==> src/rtl/rxring_pkg.sv <==
package rxring_pkg;
  localparam int WORD_W     = 32;
  localparam int OWN_BIT    = 0;
  localparam int WRAP_BIT   = 1;
  localparam int SOF_BIT    = 14;
  localparam int EOF_BIT    = 15;
  localparam int DESC_BYTES = 8;

  typedef enum logic [2:0] {
    ST_IDLE,
    ST_FETCH,
    ST_CHECK,
    ST_FILL,
    ST_CLOSE1,
    ST_CLOSE0,
    ST_SKIP
  } wr_state_t;

  // descriptors start on an 8-byte boundary
  function automatic logic [31:0] ring_align(input logic [31:0] a);
    return {a[31:3], 3'b000};
  endfunction

  // low two bits of word 0 hold flags, not address
  function automatic logic [31:0] buf_base(input logic [31:0] w0);
    return {w0[31:2], 2'b00};
  endfunction

  function automatic logic [31:0] fill_addr(input logic [31:0] w0,
                                            input logic [31:0] cnt);
    return buf_base(w0) + {cnt[31:2], 2'b00};
  endfunction

  function automatic logic [31:0] next_desc(input logic [31:0] cur,
                                            input logic [31:0] base,
                                            input logic        wrap);
    return wrap ? base : cur + 32'(DESC_BYTES);
  endfunction

  function automatic logic [31:0] status_word(input logic        first,
                                              input logic        last,
                                              input logic [13:0] len);
    logic [31:0] r;
    r = '0;
    r[SOF_BIT] = first;
    r[EOF_BIT] = last;
    if (last) r[13:0] = len;
    return r;
  endfunction
endpackage

==> src/rtl/rxring_ptr.sv <==
module rxring_ptr
  import rxring_pkg::*;
(
  input  logic        clk,
  input  logic        rst_n,
  input  logic        load,
  input  logic [31:0] base_in,
  input  logic        step,
  input  logic        wrap,
  output logic [31:0] ptr
);
  logic [31:0] base_q;
  logic [31:0] ptr_q;

  always_ff @(posedge clk or negedge rst_n) begin
    if (!rst_n) begin
      base_q <= '0;
      ptr_q  <= '0;
    end else if (load) begin
      base_q <= ring_align(base_in);
      ptr_q  <= ring_align(base_in);
    end else if (step) begin
      ptr_q <= next_desc(ptr_q, base_q, wrap);
    end
  end

  assign ptr = ptr_q;


  wrap_return_chk: assert property (@(posedge clk) disable iff (!rst_n)
    (step && wrap && !load) |=> (ptr == base_q));


  linear_step_chk: assert property (@(posedge clk) disable iff (!rst_n)
    (step && !wrap && !load) |=> (ptr - $past(ptr) == 32'(DESC_BYTES)));
endmodule

==> src/rtl/rxring_packer.sv <==
module rxring_packer
  import rxring_pkg::*;
#(
  parameter int LANES = WORD_W / 8,
  localparam int LW   = $clog2(LANES)
)(
  input  logic                 clk,
  input  logic                 rst_n,
  input  logic                 take,
  input  logic                 flush,
  input  logic [LW-1:0]        lane,
  input  logic [7:0]           din,
  output logic [8*LANES-1:0]   word
);
  logic [8*LANES-1:0] held;

  for (genvar g = 0; g < LANES; g++) begin : g_lane
    logic [7:0] hold_r;
    always_ff @(posedge clk or negedge rst_n) begin
      if (!rst_n)
        hold_r <= '0;
      else if (take)
        hold_r <= flush ? 8'h00 : ((lane == LW'(g)) ? din : hold_r);
    end
    assign held[8*g +: 8] = hold_r;
    assign word[8*g +: 8] = (lane == LW'(g)) ? din : hold_r;
  end


  pad_clear_chk: assert property (@(posedge clk) disable iff (!rst_n)
    (take && flush) |=> (held == '0));
endmodule

==> src/rtl/rxring_ctrl.sv <==
module rxring_ctrl
  import rxring_pkg::*;
#(
  parameter int BUF_BYTES = 128,
  parameter int LEN_W     = 12,
  localparam int CNT_W    = $clog2(BUF_BYTES)
)(
  input  logic        clk,
  input  logic        rst_n,
  input  logic        rx_enable,
  input  logic        in_valid,
  input  logic        in_sof,
  input  logic        in_eof,
  output logic        in_ready,
  output logic        take,
  output logic        flush,
  output logic [1:0]  lane,
  input  logic [31:0] packed_word,
  input  logic [31:0] desc_ptr,
  output logic        ptr_load,
  output logic        ptr_step,
  output logic        ptr_wrap,
  output logic        mem_req,
  output logic        mem_we,
  output logic [31:0] mem_addr,
  output logic [31:0] mem_wdata,
  input  logic [31:0] mem_rdata,
  output logic        rx_done,
  output logic        rx_nobuf
);
  wr_state_t        st, st_n;
  logic [31:0]      w0_q;
  logic [CNT_W-1:0] fill_cnt;
  logic [LEN_W-1:0] frame_len;
  logic             first_q, last_q, own_q;
  logic             done_q, nobuf_q;

  // named internal events
  logic accept, buf_full, ev_word_wr, ev_refused, ev_granted, ev_handback, ev_start;

  assign accept      = in_valid && in_ready;
  assign buf_full    = (fill_cnt == CNT_W'(BUF_BYTES - 1));
  assign lane        = fill_cnt[1:0];
  assign flush       = (lane == 2'd3) || in_eof || buf_full;
  assign take        = (st == ST_FILL) && accept;
  assign ev_word_wr  = take && flush;
  assign ev_refused  = (st == ST_CHECK) && mem_rdata[OWN_BIT];
  assign ev_granted  = (st == ST_CHECK) && !mem_rdata[OWN_BIT];
  assign ev_handback = (st == ST_CLOSE0);
  assign ev_start    = (st == ST_IDLE) && rx_enable && in_valid && in_sof;

  assign ptr_load = (st == ST_IDLE) && !rx_enable;
  assign ptr_step = ev_handback;
  assign ptr_wrap = w0_q[WRAP_BIT];

  always_comb begin
    case (st)
      ST_IDLE:          in_ready = !rx_enable || !(in_valid && in_sof);
      ST_FILL, ST_SKIP: in_ready = 1'b1;
      default:          in_ready = 1'b0;
    endcase
  end

  always_comb begin
    st_n = st;
    case (st)
      ST_IDLE:   if (ev_start) st_n = ST_FETCH;
      ST_FETCH:  st_n = ST_CHECK;
      ST_CHECK:  st_n = mem_rdata[OWN_BIT] ? ST_SKIP : ST_FILL;
      ST_FILL:   if (take && (in_eof || buf_full)) st_n = ST_CLOSE1;
      ST_CLOSE1: st_n = ST_CLOSE0;
      ST_CLOSE0: st_n = last_q ? ST_IDLE : ST_FETCH;
      ST_SKIP:   if (accept && in_eof) st_n = ST_IDLE;
      default:   st_n = ST_IDLE;
    endcase
  end

  always_comb begin
    mem_req   = 1'b0;
    mem_we    = 1'b0;
    mem_addr  = desc_ptr;
    mem_wdata = '0;
    case (st)
      ST_FETCH: mem_req = 1'b1;
      ST_FILL: begin
        mem_req   = ev_word_wr;
        mem_we    = ev_word_wr;
        mem_addr  = fill_addr(w0_q, 32'(fill_cnt));
        mem_wdata = packed_word;
      end
      ST_CLOSE1: begin
        mem_req   = 1'b1;
        mem_we    = 1'b1;
        mem_addr  = desc_ptr + 32'd4;
        mem_wdata = status_word(first_q, last_q, 14'(frame_len));
      end
      ST_CLOSE0: begin
        mem_req   = 1'b1;
        mem_we    = 1'b1;
        mem_wdata = w0_q | 32'h1;
      end
      default: ;
    endcase
  end

  always_ff @(posedge clk or negedge rst_n) begin
    if (!rst_n) begin
      st        <= ST_IDLE;
      w0_q      <= '0;
      fill_cnt  <= '0;
      frame_len <= '0;
      first_q   <= 1'b0;
      last_q    <= 1'b0;
      own_q     <= 1'b0;
      done_q    <= 1'b0;
      nobuf_q   <= 1'b0;
    end else begin
      st      <= st_n;
      done_q  <= ev_handback && last_q;
      nobuf_q <= ev_refused;
      if (ev_start) begin
        frame_len <= '0;
        first_q   <= 1'b1;
      end
      if (ev_granted) begin
        w0_q     <= mem_rdata;
        own_q    <= 1'b1;
        fill_cnt <= '0;
      end
      if (take) begin
        fill_cnt  <= fill_cnt + 1'b1;
        frame_len <= frame_len + LEN_W'(1);
        last_q    <= in_eof;
      end
      if (ev_handback) begin
        first_q <= 1'b0;
        own_q   <= 1'b0;
      end
    end
  end

  assign rx_done  = done_q;
  assign rx_nobuf = nobuf_q;


  owned_write_chk: assert property (@(posedge clk) disable iff (!rst_n)
    ev_word_wr |-> own_q);


  buffer_span_chk: assert property (@(posedge clk) disable iff (!rst_n)
    ev_word_wr |-> ((mem_addr - buf_base(w0_q)) < 32'(BUF_BYTES)));


  done_after_write_chk: assert property (@(posedge clk) disable iff (!rst_n)
    rx_done |-> ($past(mem_we) && !rx_nobuf));


  skip_quiet_chk: assert property (@(posedge clk) disable iff (!rst_n)
    (st == ST_SKIP) |-> !mem_req);


  final_len_chk: assert property (@(posedge clk) disable iff (!rst_n)
    (mem_we && (mem_addr == desc_ptr + 32'd4) && mem_wdata[EOF_BIT])
      |-> (mem_wdata[LEN_W-1:0] != '0));


  write_is_req_chk: assert property (@(posedge clk) disable iff (!rst_n)
    mem_we |-> mem_req);
endmodule

==> src/rtl/rxring_writer.sv <==
module rxring_writer
  import rxring_pkg::*;
#(
  parameter int BUF_BYTES = 128,
  parameter int LEN_W     = 12
)(
  input  logic        clk,
  input  logic        rst_n,
  input  logic        rx_enable,
  input  logic [31:0] ring_base,
  input  logic        in_valid,
  output logic        in_ready,
  input  logic [7:0]  in_data,
  input  logic        in_sof,
  input  logic        in_eof,
  output logic        mem_req,
  output logic        mem_we,
  output logic [31:0] mem_addr,
  output logic [31:0] mem_wdata,
  input  logic [31:0] mem_rdata,
  output logic        rx_done,
  output logic        rx_nobuf
);
  logic        take, flush;
  logic [1:0]  lane;
  logic [31:0] packed_word;
  logic [31:0] desc_ptr;
  logic        ptr_load, ptr_step, ptr_wrap;

  rxring_ctrl #(.BUF_BYTES(BUF_BYTES), .LEN_W(LEN_W)) u_ctrl (
    .clk(clk), .rst_n(rst_n), .rx_enable(rx_enable),
    .in_valid(in_valid), .in_sof(in_sof), .in_eof(in_eof), .in_ready(in_ready),
    .take(take), .flush(flush), .lane(lane), .packed_word(packed_word),
    .desc_ptr(desc_ptr), .ptr_load(ptr_load), .ptr_step(ptr_step), .ptr_wrap(ptr_wrap),
    .mem_req(mem_req), .mem_we(mem_we), .mem_addr(mem_addr),
    .mem_wdata(mem_wdata), .mem_rdata(mem_rdata),
    .rx_done(rx_done), .rx_nobuf(rx_nobuf)
  );

  rxring_packer #(.LANES(WORD_W / 8)) u_pack (
    .clk(clk), .rst_n(rst_n), .take(take), .flush(flush),
    .lane(lane), .din(in_data), .word(packed_word)
  );

  rxring_ptr u_ptr (
    .clk(clk), .rst_n(rst_n), .load(ptr_load), .base_in(ring_base),
    .step(ptr_step), .wrap(ptr_wrap), .ptr(desc_ptr)
  );
endmodule

==> config.mk <==
export PLATFORM = sky130hd
export DESIGN_NAME = rxring_writer
export DESIGN_NICKNAME = d
export VERILOG_FILES = /design/src/rtl/rxring_pkg.sv /design/src/rtl/rxring_ptr.sv /design/src/rtl/rxring_packer.sv /design/src/rtl/rxring_ctrl.sv /design/src/rtl/rxring_writer.sv
export SDC_FILE = /design/constraint.sdc
export NUM_CORES = 1
export LEC_CHECK = 0
export BUFFER_PORTS_ARGS = -buffer_cell sky130_fd_sc_hd__buf_4
export CAP_MARGIN = 15
export CORE_ASPECT_RATIO = 1.25
export CORE_MARGIN = 3
export CORE_UTILIZATION = 36
export DETAILED_ROUTE_END_ITERATION = 8
export PLACE_DENSITY_LB_ADDON = 0.25
export SKIP_CTS_REPAIR_TIMING = 1
export SLEW_MARGIN = 20
export SYNTH_ARGS = -nofsm -noshare
export SYNTH_HDL_FRONTEND = slang
export SYNTH_SLANG_ARGS = --single-unit
==> constraint.sdc <==
create_clock -name clk -period 3.9 [get_ports clk]
set_input_delay 0.78 -clock clk [delete_from_list [all_inputs] [get_ports clk]]
set_output_delay 0.78 -clock clk [all_outputs]
set_load 0.1 [all_outputs]
==> results of run 1 <==
per-layer routing:
metal	share of wire	wire, microns	global-route usage
met5	0	0	0
met4	0.018	483	0.0587
met3	0.046	1270	0.0336
met2	0.49	13400	0.351
met1	0.45	12300	0.289
registers in the layout (all words and copies together) (netlist names):
register	flops
u_ctrl.last_q	1
u_ctrl.rx_done	1
u_ctrl.fill_cnt	7
u_ctrl.rx_nobuf	1
u_ctrl.first_q	1
u_pack.g_lane.hold_r	32
u_ctrl.w0_q	31
u_ctrl.frame_len	12
u_ctrl.st	3
u_ptr.base_q	29
u_ptr.ptr	29
Yosys cell counts, types with 4 or more instances:
cell type and n:
a2111oi_1 4, a2111oi_2 4, a211oi_1 10, a21o_1 5, a21oi_1 28, a221o_1 11
a222oi_1 11, a22o_1 11, a31oi_1 7, and2_1 14, and3_1 15, and4_1 5
buf_1 6, buf_2 11, clkbuf_1 52, dfrtp_1 147, ha_1 11, inv_1 15
mux2i_1 37, nand2_1 277, nand3_1 33, nand4_1 17, nor2_1 35, nor3_1 10
o211ai_1 9, o21ai_0 109, o21ai_1 8, o22ai_1 5, o31ai_1 6, or3_1 4
xnor2_1 24, xor2_1 20
power breakdown:
| group | switching, mW | internal [mW] | total, mW |
|---|---|---|---|
| clock | 0.698 | 1.02 | 1.71 |
| sequential | 0.712 | 2.08 | 2.80 |
| combinational | 3.90 | 1.37 | 5.27 |
| total | 5.31 | 4.47 | 9.78 |
cell type report:
type,instances,area (sq um),area share
Inverter,16,60.1,0.00564
Timing Repair Buffer,166,1270,0.119
Clock buffer,18,429,0.0403
Multi-Input combinational cell,783,4670,0.439
Sequential cell,147,3680,0.346
Tap cell,288,360,0.0339
Clock inverter,14,179,0.0168
path summary, 6_finish.rpt:
path | slack [ps] | start | cells past startpoint | end
max in group asynchronous | 2640 | rst_n | 2 | u_ctrl.w0_q[4]
worst max register to register | 1610 | u_ctrl.st[2] | 5 | u_ctrl.frame_len[3]
worst max-delay path | 230 | u_ctrl.w0_q[2] | 9 | mem_addr[26]
worst min register to register | 470 | u_ptr.base_q[28] | 2 | u_ptr.base_q[28]
min in group clk | 470 | u_ptr.base_q[28] | 2 | u_ptr.base_q[28]
worst min-delay path | 360 | rst_n | 1 | u_ptr.base_q[18]
cells by family (layout without fill, tap and decap cells):
group	after synthesis	after routing	synth area share
and+or+nand+nor	437	437	0.231
AOI/OAI and AO/OA	250	250	0.192
DFF	147	147	0.427
buffers and inverters	88	214	0.0417
xor gates and xnor gates	44	44	0.0448
muxes	38	38	0.0443
adders and majority gates	12	12	0.0183
other	1	2	0.000436
worst register-to-register path, stage by stage, from the launching register on:
cell and delay, ps:
dfrtp_1 570, buf_4 270, or4_1 690, and2_0 350
o21ai_0 210, o31ai_1 90
stage by stage:
step	area [sq um]	TNS (ps)	power, mW	hold WS, ps
after floorplan	8670	-1610	6.67	438
after global placement	10000	0	8.01	451
after detailed placement	10000	0	8.07	457
after CTS	10600	-1050	9.80	365
after global routing	10600	0	10.3	399
final	10600	0	9.78	357
==> results.json, run 1 <==
{
  "outcome": "finished clean",
  "critPathKind": "register to primary output",
  "cpPeakStageDelay_ps": 490,
  "power_density_nw_per_um2": 919,
  "final_common_cell": "nand2_1",
  "grt_pass1_wl_microns": 42600,
  "drt-total-wl_microns": 27400,
  "ys_types": 72,
  "synth_edf_count": 0,
  "clkSinkCount": 147,
  "drt_iter0_drc": 718,
  "syn2layout_area_growth_pct": 23.6,
  "synthesis.area_sq_um": 8610,
  "pre_cts_ws_ps": 114,
  "path_cells": "ha_1 > inv_1 > fa_1 > nor2b_2 > o31ai_4 > a2111oi_1 > xnor2_1 > o21ai_2 > buf_4",
  "yosysTopAreaCellShare": 0.427,
  "cts-htree-levels": 4,
  "drc": 0,
  "synth_seq_area_share": 0.427,
  "cts_buffers": 17,
  "yosys_warnings": 0,
  "maxCapViolCount": 0,
  "startpoint_type": "register",
  "path_clk_slew_ps": 60,
  "static-leakage-power_nw": 4.82,
  "diodes": 0,
  "crit_family": "compound AO/OA/AOI/OAI gates",
  "design.core.area_sq_um": 23300,
  "cts_root_buffer": "clkbuf_16",
  "ir_drop_mv": 0.465,
  "overflow": 0,
  "layout_common_cells": "nand2_1, buf_4, dfrtp_1, o21ai_0, mux2i_1",
  "final_hold_viol_count": 0,
  "grt_usage": 0.213,
  "fin_nets": 1221,
  "placementRows": 62,
  "fp.dieH_microns": 179,
  "slew_headroom": 0.401,
  "worst_slack_ps": 233,
  "synth.area.top_cells": "dfrtp_1, nand2_1, o21ai_0",
  "required_ps": 3120,
  "ys_ff_latch": 147,
  "synth.avg_cell_area_sq_um": 8.46,
  "clk_latency_ps": 430,
  "dp.cells": 1400,
  "cp_max_fo": 8,
  "crit_slowest_cell": "a2111oi_1",
  "grt_max_degree": 67,
  "wl_per_cell_microns": 19.1,
  "antenna_found_initial": 0,
  "fin_worst_skew_ps": 11.8,
  "path_buf_inv": 2,
  "dp_hpwl_microns": 20000,
  "clock_path_buffers": 2,
  "utilization": 0.457,
  "synth_top_area_cell": "dfrtp_1",
  "start_util": 0.370,
  "port_buffers": 141,
  "num_vias": 7947,
  "die_area_sq_um": 25800,
  "fill_cells": 2340,
  "drive_gt1_frac": 0.207,
  "finalCriticalPeriod_ps": 3670,
  "fin_cells": 1432,
  "place_congestion": 0.833,
  "crit_arrival_ps": 2890,
  "fin_crit_sh": 0.940,
  "boundaryPins": 147,
  "drtAntennaViolNets": 0,
  "via_per_inst": 5.55,
  "async_flop_share": 1.00,
  "final_max_slew_viol_count": 0,
  "hold_path_class": "input pin to asynchronous set/reset pin",
  "tightest_slew_ps": 897,
  "cp-end-kind": "primary output",
  "ys.flop_type": "dfrtp_1",
  "grt_pass1_vias": 7631,
  "setup_viol": 0,
  "cts_tree": "done",
  "die-width_microns": 144,
  "max_freq_mhz": 273,
  "drt-pass1-iter-count": 5,
  "rsz0062_at_grt": "false",
  "synthCells": 1017
}
No activity file was read; power rests on OpenSTA's default activity.
==> run 2: changes to the inputs <==
--- a/config.mk
+++ b/config.mk
@@ -9,9 +9,11 @@
 export CAP_MARGIN = 15
 export CORE_ASPECT_RATIO = 1.25
 export CORE_MARGIN = 3
-export CORE_UTILIZATION = 36
+export CORE_UTILIZATION = 32
+export CTS_CLUSTER_SIZE = 24
 export DETAILED_ROUTE_END_ITERATION = 8
 export PLACE_DENSITY_LB_ADDON = 0.25
+export SETUP_SLACK_MARGIN = 0.02
 export SKIP_CTS_REPAIR_TIMING = 1
 export SLEW_MARGIN = 20
 export SYNTH_ARGS = -nofsm -noshare
==> run 2 against run 1 <==
Clock power grew 4%. Critical path depth is the same. Count of clock-buffer cells in the layout grew 3. Highest routed layer unchanged. Maximum frequency shrank 3.2%. Core utilization shrank 4.9 points. Sequential share of layout area shrank 0.27 points.
==> results.json, run 2 (synthesized netlist as in run 1, its figures left out) <==
{
  "drtAntennaViolNets": 0,
  "drive_gt1_frac": 0.206,
  "cpPeakStageDelay_ps": 520,
  "startpoint_type": "register",
  "crit_path_end": "mem_addr[28]",
  "p_comb_frac": 0.536,
  "cts_tree": "done",
  "crit_family": "compound AO/OA/AOI/OAI gates",
  "final_hold_viol_count": 0,
  "top_register": "u_pack.g_lane.hold_r",
  "path_clk_slew_ps": 60,
  "cts-htree-levels": 4,
  "drt-pass1-iter-count": 5,
  "grt_pass1_vias": 7817,
  "tightest_slew_ps": 958,
  "fp.dieH_microns": 189,
  "clk_latency_ps": 430,
  "dp_hpwl_microns": 20600,
  "path_cells": "ha_1 > inv_1 > fa_1 > nor2b_1 > o31ai_2 > a2111oi_1 > xnor2_1 > o21ai_2 > buf_4",
  "r2r_cells": 6,
  "ir_drop_mv": 0.510,
  "cts_buffers": 17,
  "swShare": 0.539,
  "p_clk_frac": 0.180,
  "required_ps": 3120,
  "placementRows": 66,
  "place_congestion": 0.843,
  "drc": 0,
  "outcome": "finished clean",
  "fin_nets": 1221,
  "die_area_sq_um": 28900,
  "cp-end-kind": "primary output",
  "syn2layout_area_growth_pct": 24.6,
  "cts_root_buffer": "clkbuf_16",
  "die-width_microns": 153,
  "p_sw_mw": 5.30,
  "setup_viol": 0,
  "finalCriticalPeriod_ps": 3790,
  "worst-path-stages": 9,
  "final_max_slew_viol_count": 0,
  "seqPwrFrac": 0.284,
  "max_freq_mhz": 264,
  "largest_reg_flops": 32,
  "drt-total-wl_microns": 28400,
  "crit_start": "u_ctrl.w0_q[2]",
  "num_vias": 7962,
  "regToRegSetupSlack_ps": 1350,
  "drt_iter0_drc": 671,
  "clkSinkCount": 147,
  "fin_worst_skew_ps": 7.87,
  "hold-worst-slack_ps": 404,
  "critPathKind": "register to primary output",
  "path_buf_inv": 2,
  "grt_max_degree": 92,
  "clock_path_buffers": 2,
  "wl_per_cell_microns": 19.2,
  "port_buffers": 141,
  "overflow": 0,
  "layout_common_cells": "nand2_1, buf_4, dfrtp_1, o21ai_0, mux2i_1",
  "diodes": 0,
  "start_util": 0.328,
  "p_int_mw": 4.53,
  "r2r-start": "u_ctrl.st[1]",
  "design.core.area_sq_um": 26300,
  "crit_slowest_cell": "a2111oi_1",
  "slew_headroom": 0.359,
  "final_common_cell": "nand2_1",
  "tns_ps": 0,
  "largest_registers": "u_pack.g_lane.hold_r x32, u_ctrl.w0_q x31",
  "power_density_nw_per_um2": 917,
  "grt_pass1_wl_microns": 45000,
  "utilization": 0.409,
  "static-leakage-power_nw": 4.83,
  "pre_cts_ws_ps": 472,
  "crit_arrival_ps": 3010,
  "via_per_inst": 5.37,
  "rsz0062_at_grt": "true",
  "worst_slack_ps": 111,
  "antenna_found_initial": 0,
  "fin_crit_sh": 0.971,
  "maxCapViolCount": 0,
  "r2r-end": "u_pack.g_lane[2].hold_r[4]",
  "grt_usage": 0.195,
  "boundaryPins": 147,
  "cp_max_fo": 8,
  "hold_path_class": "input pin to asynchronous set/reset pin",
  "total_power_mw": 9.83
}
[run 2: area by class of cell]
| type | instances | area, sq um |
|---|---|---|
| multi-input cells | 783 | 4660 |
| fillers | 2683 | 15500 |
| clock inverters | 11 | 149 |
| well taps | 340 | 425 |
| repair buffers | 166 | 1270 |
| clock buffers | 21 | 480 |
| flip-flops and latches | 147 | 3680 |
| inverters | 16 | 60.1 |
[run 2: worst min path at each step]
stage / depth (start not counted) / end
finish: 1 / u_ptr.base_q[21]
global route: 2 / u_ptr.base_q[16]
CTS: 1 / u_ptr.base_q[21]
detailed placement: 2 / u_ptr.base_q[3]
global placement: 2 / u_ptr.base_q[29]
floorplan: 2 / u_ptr.base_q[3]
[run 2: metal layers]
layer  vias up  track usage  part of all wire  wire, microns
met3        34       0.0222             0.036           1020
met5         -            0                 0              0
met1      3905        0.257              0.44          12600
li1       3827            -                 -              -
met4         0       0.0579             0.021            585
met2       196        0.337              0.50          14200
[run 2: power by group through the flow]
stage	clock, mW	combinational [mW]	sequential (mW)
after floorplan	0	4.13	2.54
after global placement	0	5.23	2.80
after detailed placement	0	5.28	2.81
after CTS	1.79	5.29	2.79
after global routing	1.86	5.62	2.89
final	1.77	5.27	2.80
[run 2: stage by stage]
step	cell area (sq um)	instances
after floorplan	8670	1018
after global placement	10100	1450
after detailed placement	10100	1450
after CTS	10700	1482
after global routing	10700	1484
final	10700	1484
==> run 3: changes to the inputs <==
--- a/config.mk
+++ b/config.mk
@@ -5,11 +5,13 @@
 export SDC_FILE = /design/constraint.sdc
 export NUM_CORES = 1
 export LEC_CHECK = 0
+export ABC_CLOCK_PERIOD_IN_PS = 3900
 export BUFFER_PORTS_ARGS = -buffer_cell sky130_fd_sc_hd__buf_4
 export CAP_MARGIN = 15
 export CORE_ASPECT_RATIO = 1.25
 export CORE_MARGIN = 3
 export CORE_UTILIZATION = 32
+export CTS_BUF_LIST = sky130_fd_sc_hd__clkbuf_2
 export CTS_CLUSTER_SIZE = 24
 export DETAILED_ROUTE_END_ITERATION = 8
 export PLACE_DENSITY_LB_ADDON = 0.25
==> run 3 against run 2 <==
Sequential share of layout area down 0.16 points. Count of clock-buffer cells in the layout down 4. Sequential cell count unchanged. Cell count up 0.67%. Global-route usage down 0.11 points. Final area up 0.82%. Register-to-register slack better by 150 ps. Critical path type unchanged. Largest cell class unchanged. First-iteration DRC count down 8.6%. Setup slack worse by 97 ps. Routed wire length up 1.5%. Maximum frequency down 2.5%.
==> results.json, run 3 (synthesized netlist as in run 1, its figures left out) <==
{
  "placementRows": 66,
  "grt_pass1_wl_microns": 44700,
  "fin_worst_skew_ps": 33.6,
  "path_clk_slew_ps": 230,
  "dpl_cell_area_sq_um": 10100,
  "fill_cells": 2671,
  "design.core.area_sq_um": 26300,
  "dp_hpwl_microns": 20600,
  "top_register": "u_pack.g_lane.hold_r",
  "dr_wl_met2_microns": 14500,
  "worst-path-stages": 10,
  "wl_per_cell_microns": 19.3,
  "fp.dieH_microns": 189,
  "grt_pass1_vias": 7757,
  "fin_crit_sh": 0.996,
  "r2r-start": "u_ctrl.st[2]",
  "final_common_cell": "nand2_1",
  "dp.cells": 1450,
  "critPathMostFrequentCell": "buf_12",
  "start_util": 0.328,
  "slew_headroom": 0.370,
  "crit_slowest_cell": "dfrtp_1",
  "maxCapViolCount": 0,
  "antenna_found_initial": 1,
  "clk_latency_ps": 730,
  "crit_start": "u_ctrl.w0_q[2]",
  "layout_common_cells": "nand2_1, buf_4, dfrtp_1, o21ai_0, mux2i_1",
  "path_buf_inv": 3,
  "drt_iter0_drc": 613,
  "cts_buffers": 17,
  "via_per_inst": 5.36,
  "largest_registers": "u_pack.g_lane.hold_r x32, u_ctrl.w0_q x31",
  "cts-htree-levels": 4,
  "regToRegSetupSlack_ps": 1500,
  "wl_met1_microns": 12700,
  "finalCriticalPeriod_ps": 3890,
  "final_max_slew_viol_count": 0,
  "drtAntennaViolNets": 0,
  "static-leakage-power_nw": 4.77,
  "outcome": "finished clean",
  "drt-total-wl_microns": 28900,
  "highest_layer": "met4",
  "r2r_cells": 6,
  "syn2layout_area_growth_pct": 25.6,
  "power_density_nw_per_um2": 872,
  "r2r-end": "u_ctrl.st[2]",
  "crit_family": "compound AO/OA/AOI/OAI gates",
  "place_congestion": 0.843,
  "cpPeakStageDelay_ps": 420,
  "port_buffers": 141,
  "tightest_slew_ps": 942,
  "path_cells": "ha_2 > inv_2 > fa_2 > nor2b_4 > o31ai_4 > buf_12 > a2111oi_4 > xnor2_1 > o21ai_2 > buf_12",
  "die-width_microns": 153,
  "clock_path_buffers": 2,
  "cts_root_buffer": "clkbuf_2",
  "drc": 0,
  "regArea_sq_um": 3690,
  "hold_path_class": "input pin to asynchronous set/reset pin",
  "critPathKind": "register to primary output",
  "largest_reg_flops": 32,
  "setup_viol": 0,
  "final_area_sq_um": 10800,
  "boundaryPins": 147,
  "overflow": 0,
  "cp_max_fo": 8,
  "max_freq_mhz": 257,
  "fin_cells": 1494,
  "startpoint_type": "register",
  "fin_nets": 1230,
  "cts_tree": "done",
  "drt-pass1-iter-count": 6,
  "required_ps": 3120,
  "grt_usage": 0.194,
  "hold-worst-slack_ps": 71.5,
  "multi_input_area_sq_um": 4850,
  "final_hold_viol_count": 0,
  "crit_arrival_ps": 3110,
  "die_area_sq_um": 28900,
  "num_vias": 8013,
  "tns_ps": 0,
  "crit_path_end": "mem_addr[24]",
  "clkSinkCount": 147,
  "dr_wl_met3_microns": 1190,
  "rsz0062_at_grt": "true",
  "grt_max_degree": 92,
  "cp-end-kind": "primary output",
  "ir_drop_mv": 0.502,
  "drive_gt1_frac": 0.237
}
==> run 3: changes by cell type in the layout (fill, tap and decap cells not counted), sizes merged <==
| cell | previous run | this run |
|---|---|---|
| or2 | 2 | 3 |
| diode | 0 | 1 |
| clkbuf | 21 | 17 |
| clkinv | 4 | 8 |
| buf | 166 | 174 |
==> run 3: worst min-delay path by stage <==
stage,start,end,slack [ps],cells past startpoint
4_1_cts,rst_n,u_ptr.base_q[21],60,1
5_1_grt,rst_n,u_ptr.base_q[21],60,1
2_1_floorplan,u_ptr.base_q[3],u_ptr.base_q[3],440,2
6_report,rst_n,u_ptr.base_q[21],70,1
3_3_place_gp,u_ptr.base_q[29],u_ptr.base_q[29],450,2
3_5_place_dp,u_ptr.base_q[3],u_ptr.base_q[3],460,2
==> run 3: power by group <==
| part | switching (mW) | total [mW] | internal, mW |
|---|---|---|---|
| sequential | 0.701 | 2.78 | 2.08 |
| combinational | 4.03 | 5.69 | 1.66 |
| clock | 0.603 | 0.954 | 0.351 |
| total | 5.33 | 9.43 | 4.09 |
==> run 3: metrics by stage <==
stage | worst slack, ps | util | power [mW]
floorplan | -344 | - | 6.67
global placement | 132 | 0.383 | 8.03
detailed placement | 472 | 0.383 | 8.09
CTS | -398 | 0.393 | 9.04
global route | -195 | 0.412 | 9.95
finish | 13.7 | 0.412 | 9.43
==> run 3: metal layers <==
metal  track usage  vias up
met4        0.0470        0
met1         0.256     3917
li1              -     3840
met2         0.335      230
met5             0        -
met3        0.0283       26
==> run 3: cell type report <==
| class | instances | area share |
|---|---|---|
| tap | 340 | 0.0393 |
| antenna | 1 | 0.000231 |
| inverter | 16 | 0.00555 |
| clock buffer | 17 | 0.00787 |
| timing repair buffer | 174 | 0.142 |
| sequential | 147 | 0.341 |
| multi-input combinational | 784 | 0.448 |
| clock inverter | 15 | 0.0152 |
==> run 3: worst register-to-register path: cells and delay by family (launching register included) <==
family / cells / cell delay, ps
DFF: 1 / 460
AOI/OAI and AO/OA: 2 / 300
and+or+nand+nor: 3 / 1340
buffers and inverters: 1 / 230
